## src/rtl/gpio_sc_pkg.sv

```systemverilog
package gpio_sc_pkg;

  localparam int unsigned PORT_W  = 32;
  localparam int unsigned LANES   = PORT_W / 8;
  localparam int unsigned SPAN_LG = 5;        // 0x20 bytes per port

  localparam logic [1:0] MODE_IN  = 2'b00;
  localparam logic [1:0] MODE_OUT = 2'b01;

  typedef enum logic [2:0] {
    RS_SET     = 3'd0,
    RS_CLR     = 3'd1,
    RS_MASK    = 3'd2,
    RS_MODE_LO = 3'd3,
    RS_MODE_HI = 3'd4
  } reg_sel_e;

  // expand byte strobes into a per-bit lane mask
  function automatic logic [PORT_W-1:0] lane_bits(input logic [LANES-1:0] be);
    logic [PORT_W-1:0] r;
    for (int i = 0; i < LANES; i++) r[8*i +: 8] = {8{be[i]}};
    return r;
  endfunction

  function automatic logic [PORT_W-1:0] apply_set(input logic [PORT_W-1:0] cur,
                                                  input logic [PORT_W-1:0] ones,
                                                  input logic [PORT_W-1:0] blk);
    return cur | (ones & ~blk);
  endfunction

  function automatic logic [PORT_W-1:0] apply_clr(input logic [PORT_W-1:0] cur,
                                                  input logic [PORT_W-1:0] ones,
                                                  input logic [PORT_W-1:0] blk,
                                                  input logic [PORT_W-1:0] outp);
    return cur & ~(ones & ~blk & outp);
  endfunction

  function automatic logic [PORT_W-1:0] out_pins(input logic [PORT_W-1:0] lo,
                                                 input logic [PORT_W-1:0] hi);
    logic [PORT_W-1:0] r;
    for (int i = 0; i < PORT_W/2; i++) begin
      r[i]            = (lo[2*i +: 2] == MODE_OUT);
      r[i + PORT_W/2] = (hi[2*i +: 2] == MODE_OUT);
    end
    return r;
  endfunction

  function automatic logic [PORT_W-1:0] merge_lanes(input logic [PORT_W-1:0] cur,
                                                    input logic [PORT_W-1:0] wd,
                                                    input logic [PORT_W-1:0] lanes);
    return (cur & ~lanes) | (wd & lanes);
  endfunction

endpackage

```

## src/rtl/gpio_sc_decode.sv

```systemverilog
module gpio_sc_decode
  import gpio_sc_pkg::*;
#(
  parameter int unsigned NUM_PORTS = 2,
  parameter int unsigned ADDR_W    = 8
) (
  input  logic [ADDR_W-1:0]    addr,
  output logic [NUM_PORTS-1:0] port_sel,
  output reg_sel_e             reg_sel
);
  localparam int unsigned PIDX_W = ADDR_W - SPAN_LG;

  logic [PIDX_W-1:0] port_idx;
  logic [2:0]        reg_idx;
  logic              reg_ok;

  assign port_idx = addr[ADDR_W-1:SPAN_LG];
  assign reg_idx  = addr[SPAN_LG-1:2];
  assign reg_ok   = (reg_idx <= 3'd4) && (addr[1:0] == 2'b00);
  assign reg_sel  = reg_sel_e'(reg_idx);

  for (genvar p = 0; p < NUM_PORTS; p++) begin : g_sel
    assign port_sel[p] = reg_ok && (port_idx == PIDX_W'(p));
  end

  always_comb begin
    assert ($onehot0(port_sel)) else $error("AST_ONE_PORT");
  end
endmodule

```

## src/rtl/gpio_sc_port.sv

```systemverilog
module gpio_sc_port
  import gpio_sc_pkg::*;
(
  input  logic              clk,
  input  logic              rst_n,
  input  logic              wr_en,
  input  reg_sel_e          reg_sel,
  input  logic [PORT_W-1:0] wdata,
  input  logic [LANES-1:0]  be,
  output logic [PORT_W-1:0] latch_q,
  output logic [PORT_W-1:0] mask_q,
  output logic [PORT_W-1:0] mode_lo_q,
  output logic [PORT_W-1:0] mode_hi_q,
  output logic [PORT_W-1:0] out_en
);
  logic [PORT_W-1:0] lanes, ones, latch_d;
  logic              set_hit, clr_hit;

  assign lanes   = lane_bits(be);
  assign ones    = wdata & lanes;
  assign set_hit = wr_en && (reg_sel == RS_SET);
  assign clr_hit = wr_en && (reg_sel == RS_CLR);
  assign out_en  = out_pins(mode_lo_q, mode_hi_q);

  always_comb begin
    latch_d = latch_q;
    if (clr_hit)      latch_d = apply_clr(latch_q, ones, mask_q, out_en);
    else if (set_hit) latch_d = apply_set(latch_q, ones, mask_q);
  end

  always_ff @(posedge clk or negedge rst_n) begin
    if (!rst_n) begin
      latch_q   <= '0;
      mask_q    <= '0;
      mode_lo_q <= '0;
      mode_hi_q <= '0;
    end else begin
      latch_q <= latch_d;
      if (wr_en && reg_sel == RS_MASK)    mask_q    <= merge_lanes(mask_q, wdata, lanes);
      if (wr_en && reg_sel == RS_MODE_LO) mode_lo_q <= merge_lanes(mode_lo_q, wdata, lanes);
      if (wr_en && reg_sel == RS_MODE_HI) mode_hi_q <= merge_lanes(mode_hi_q, wdata, lanes);
    end
  end

  AST_RESET_ZERO: assert property (@(posedge clk)
    !rst_n |=> (latch_q == '0 && mask_q == '0 && out_en == '0));
  AST_SET_RAISES: assert property (@(posedge clk) disable iff (!rst_n)
    set_hit |=> ((latch_q & $past(ones & ~mask_q)) == $past(ones & ~mask_q)));
  AST_CLR_OUT_ONLY: assert property (@(posedge clk) disable iff (!rst_n)
    clr_hit |=> (((latch_q ^ $past(latch_q)) & ~$past(out_en)) == '0));
  AST_MASK_HOLDS: assert property (@(posedge clk) disable iff (!rst_n)
    (set_hit || clr_hit) |=> (((latch_q ^ $past(latch_q)) & $past(mask_q)) == '0));
  AST_LANE_LIMIT: assert property (@(posedge clk) disable iff (!rst_n)
    set_hit |=> (((latch_q ^ $past(latch_q)) & ~$past(lanes)) == '0));
  AST_IDLE_HOLDS: assert property (@(posedge clk) disable iff (!rst_n)
    !(set_hit || clr_hit) |=> $stable(latch_q));
endmodule

```

## src/rtl/gpio_sc_bank.sv

```systemverilog
module gpio_sc_bank
  import gpio_sc_pkg::*;
#(
  parameter int unsigned NUM_PORTS = 2,
  parameter int unsigned ADDR_W    = 8
) (
  input  logic                        clk,
  input  logic                        rst_n,
  input  logic                        bus_wr,
  input  logic                        bus_rd,
  input  logic [ADDR_W-1:0]           bus_addr,
  input  logic [31:0]                 bus_wdata,
  input  logic [3:0]                  bus_be,
  output logic [31:0]                 bus_rdata,
  output logic [NUM_PORTS*PORT_W-1:0] pin_out,
  output logic [NUM_PORTS*PORT_W-1:0] pin_oe
);
  logic [NUM_PORTS-1:0] port_sel;
  reg_sel_e             reg_sel;
  logic [PORT_W-1:0]    latch_a [NUM_PORTS];
  logic [PORT_W-1:0]    mask_a  [NUM_PORTS];
  logic [PORT_W-1:0]    mlo_a   [NUM_PORTS];
  logic [PORT_W-1:0]    mhi_a   [NUM_PORTS];
  logic [PORT_W-1:0]    rd_val;
  logic                 rd_clr_hit;

  gpio_sc_decode #(.NUM_PORTS(NUM_PORTS), .ADDR_W(ADDR_W)) u_dec (
    .addr(bus_addr), .port_sel(port_sel), .reg_sel(reg_sel)
  );

  for (genvar p = 0; p < NUM_PORTS; p++) begin : g_port
    gpio_sc_port u_port (
      .clk(clk), .rst_n(rst_n),
      .wr_en(bus_wr && port_sel[p]), .reg_sel(reg_sel),
      .wdata(bus_wdata), .be(bus_be),
      .latch_q(latch_a[p]), .mask_q(mask_a[p]),
      .mode_lo_q(mlo_a[p]), .mode_hi_q(mhi_a[p]),
      .out_en(pin_oe[p*PORT_W +: PORT_W])
    );
    assign pin_out[p*PORT_W +: PORT_W] = latch_a[p];
  end

  always_comb begin
    rd_val = '0;
    for (int p = 0; p < NUM_PORTS; p++) begin
      if (port_sel[p]) begin
        case (reg_sel)
          RS_SET:     rd_val = latch_a[p];
          RS_MASK:    rd_val = mask_a[p];
          RS_MODE_LO: rd_val = mlo_a[p];
          RS_MODE_HI: rd_val = mhi_a[p];
          default:    rd_val = '0;   // clear register is write-only
        endcase
      end
    end
  end

  always_ff @(posedge clk or negedge rst_n) begin
    if (!rst_n)      bus_rdata <= '0;
    else if (bus_rd) bus_rdata <= rd_val;
  end

  assign rd_clr_hit = bus_rd && (|port_sel) && (reg_sel == RS_CLR);

  AST_CLR_READS_ZERO: assert property (@(posedge clk) disable iff (!rst_n)
    rd_clr_hit |=> (bus_rdata == '0));
  AST_MISS_READS_ZERO: assert property (@(posedge clk) disable iff (!rst_n)
    (bus_rd && !(|port_sel)) |=> (bus_rdata == '0));
  AST_RDATA_HOLDS: assert property (@(posedge clk) disable iff (!rst_n)
    !bus_rd |=> $stable(bus_rdata));
endmodule

```

## config.mk

```make
export PLATFORM = sky130hd
export DESIGN_NAME = gpio_sc_bank
export DESIGN_NICKNAME = d
export VERILOG_FILES = /design/src/rtl/gpio_sc_pkg.sv /design/src/rtl/gpio_sc_decode.sv /design/src/rtl/gpio_sc_port.sv /design/src/rtl/gpio_sc_bank.sv
export SDC_FILE = /design/constraint.sdc
export NUM_CORES = 1
export LEC_CHECK = 0
export BUFFER_PORTS_ARGS = -buffer_cell sky130_fd_sc_hd__buf_2
export CAP_MARGIN = 20
export CORE_MARGIN = 3
export CORE_UTILIZATION = 50
export DETAILED_ROUTE_END_ITERATION = 8
export GPL_TIMING_DRIVEN = 1
export HOLD_SLACK_MARGIN = 0.1
export PLACE_DENSITY = 0.71
export SLEW_MARGIN = 20
export SYNTH_ARGS = -nofsm -noshare
export SYNTH_HDL_FRONTEND = slang
export SYNTH_SLANG_ARGS = --single-unit
```

## constraint.sdc

```tcl
create_clock -name clk -period 1.45 [get_ports clk]
set_input_delay 0.29 -clock clk [delete_from_list [all_inputs] [get_ports clk]]
set_output_delay 0.29 -clock clk [all_outputs]
set_load 0.01 [all_outputs]
```

==> out/metrics.csv <==
stage;metric;value;unit
status;status;finished with violations;
status;failing checks;setup timing;
synth;Avg Cell Area, Syn;11.5;µm²
layout;Fill cells;1919;
setup_path;Req. time, crit path;1.16;ns
synth;synth top area cells;dfrtp_1 (50%), mux2_2 (17%), o21ai_0 (5.5%), a32o_1 (4.3%), nand3b_1 (3.4%);
sta;Least-Margin Pin Slew;0.811;ns
synth;Synth top area share;0.503;
route;Via-to-Cell Ratio;5.96;
route;vias;12791;
floorplan;Starting Density;0.511;
worst_hold_path;min-delay worst type;primary input to register;
clock_tree;Clock Latency Late Sink;0.58;ns
sta;Finish-stage setup viols;67;
synth;Synth Instances;1248;
setup_path;CP Max Fanout;3;
global_route;gr ovfl total;0;
sta;relative slew slack;0.458;
route;Routed wire per std cell;23.5;µm
sta;Final Skew;0.0131;ns
synth;Synth warnings;0;
setup_path;slowest stage cell, crit path;dfrtp_1;
global_route;number of global-route vias before repair;12769;
clock_tree;Num Clock Sinks;288;
synth;Yosys cell types;43;
place;Place WS;-0.414;ns
sta;RSZ-0062 raised after global routing;yes;
setup_path;CP max stage delay;0.41;ns
clock_tree;# H-tree levels;1;
worst_hold_path;Hold Startpoint;bus_wdata[5];
global_route;overall global routing resource usage;0.317;
sta;Final period util;1.15;
route;DR pass1 iterations;6;
pwr;Pleak;10.2;nW
synth;Yosys reg bits;288;
place;input/output buffers;207;
synth;synthesized cell area;0.0143;mm²
place;Placed Cells;1863;
place;GP Congestion;0.897;
layout;Area Overhead vs Synth;42.7;%
floorplan;Std-Cell Rows;61;
setup_path;nature of the critical path endpoint;output pin;
layout;Layout Cells excl Fill;2147;
pwr;pwr/cell area;906;mW/mm²
layout;FF+latch area;0.00721;mm²
layout;fraction of layout cells with a size suffix above 1;0.511;
floorplan;Top-Level Pins;208;
layout;area of the multi-input gates;0.00719;mm²
sta;Hold Fails Final Rpt;0;
synth;Most used DFF post-synth;dfrtp_1;
clock_tree;CTS tree;built;
route;Post-route DRC;0;
sta;Peak Freq;600;MHz
sta;Slew Viols, Final;0;
clock_tree;clk buf depth;3;
global_route;first-pass GRT wire length;75400;µm
place;DPL Wire Length;32900;µm
place;DP Area;0.0167;mm²
layout;final net count;1791;
clock_tree;register clock-pin slew on the reported worst setup and hold paths;0.06;ns
setup_path;Critical Setup Path Class;register to output pin;
setup_path;Crit path top cell by count;buf_6;
floorplan;Core Area;0.0280;mm²
clock_tree;clock root buffer master;clkbuf_16;
global_route;initial antenna violation count;2;
synth;Post-synth EDFFs;0;
setup_path;crit path DAT;1.38;ns
sta;hold_ws;0.114;ns
synth;sequential cell area fraction in the yosys report;0.503;
setup_path;startpoint types;register;
sta;worst setup margin;-0.217;ns
pwr;maximum VDD drop;0.690;mV
clock_tree;CTS Buf Count;31;
global_route;largest net degree at the start of global routing;69;
floorplan;die extent in x;175;µm
route;Post-Route WL;50400;µm
sta;Tmin final;1.67;ns
synth;Post-synth ARST share;1.00;
flow_run;max cap viols;0;
setup_path;Cell Chain, Critical Path;nor2b_2 -> buf_6 -> buf_6;
synth;Syn Nets;1296;
floorplan;Die ar.;0.0307;mm²
route;initial drt markers;1320;
floorplan;die height;175;µm
synth;area leader, netlist;dfrtp_1;
route;Final ANT Viol Nets;0;
layout;Post-Layout Inst Area;0.0204;mm²
-- cells in the mapped netlist (all sizes together) (2+ instances only) --
cell / number
a32o: 61
nand3b: 64
a32oi: 2
nor2: 34
clkbuf: 39
mux2i: 31
inv: 32
o21ai: 160
nor3b: 3
dfrtp: 288
buf: 51
and2: 8
nand2b: 66
a21oi: 31
mux2: 225
nand2: 34
o221ai: 30
nor2b: 66
nor4b: 2
nand3: 2
nand4: 8
-- cells by family after synthesis --
family                 count (synthesis)  share of synthesized area
flip-flops                           288                      0.503
buffers and inverters                123                     0.0339
AND/OR/NAND/NOR                      292                      0.132
AO/OA/AOI/OAI                        289                      0.132
multiplexers                         256                      0.199
-- per-stage QoR --
stage	setup TNS [ns]	total power [W]	utilization
after floorplan	-40.96	0.00923	-
after global placement	-96.28	0.00999	0.597
after detailed placement	-99.72	0.0100	0.597
after CTS	-7.91	0.0184	0.713
after global routing	-9.71	0.0190	0.729
final	-7.77	0.0185	0.729
-- cells in the final DEF (no fill, tap or decap), drive strengths merged, types with 34 or more instances in the layout --
| cell | count |
|---|---|
| a32o | 61 |
| buf | 521 |
| clkbuf | 36 |
| dfrtp | 288 |
| inv | 34 |
| mux2 | 225 |
| nand2 | 34 |
| nand2b | 66 |
| nand3b | 64 |
| nor2 | 34 |
| nor2b | 66 |
| o21ai | 160 |
-- layer usage --
layer  global-route usage  up-vias  wire length (µm)  part of all wire
met5                    0        -                13           0.00026
met4                0.127        2              2320             0.046
met3               0.0554      159              4310             0.085
met2                0.509      685             23400              0.46
met1                0.431     6398             20300              0.40
li1                     -     5547                 -                 -
-- final timing paths --
| path | endpoint | slack [ns] | cells after the start |
|---|---|---|---|
| setup / recovery | pin_oe[11] | -0.22 | 3 |
| hold / removal | g_port[0].u_port.latch_q[5]$_DFFE_PN0P_ | 0.11 | 3 |
| setup reg to reg | g_port[1].u_port.latch_q[17]$_DFFE_PN0P_ | -0.06 | 9 |
| hold reg to reg | register | 0.52 | 1 |
| max in group asynchronous | async pin | 0.64 | 3 |
| min in group asynchronous | async pin | 0.16 | 2 |
-- power by group --
part           internal [W]  total, W  switching [W]
combinational      0.000928   0.00196        0.00103
clock               0.00466   0.00815        0.00349
sequential          0.00823   0.00840       0.000175
-- cell type report --
cell class                      instances  share of cell area
Clock buffer                           36              0.0409
Antenna cell                            1            0.000123
Timing Repair Buffer                  552               0.215
Inverter                               33             0.00606
Multi-Input combinational cell        837               0.352
Clock inverter                         22              0.0100
Tap cell                              378              0.0232
Sequential cell                       288               0.353
-- what timing repair did --
| item | in CTS | in global routing |
|---|---|---|
| endpoints found under the setup margin | 74 | 95 |
| hold buffers | 31 | 0 |
| setup buffers | 152 | 54 |
| endpoints found under the hold margin | 360 | 0 |
| cloned | 0 | 0 |
| pin swaps | 1 | 3 |
| gates resized for setup | 181 | 35 |
-- worst max-delay path, delay by kind of cell, from the launching register on --
family	cells	cell delay, ns
buffers and inverters	2	0.21
DFF	1	0.41
and+or+nand+nor	1	0.19
(Power assumes the default switching activity.)
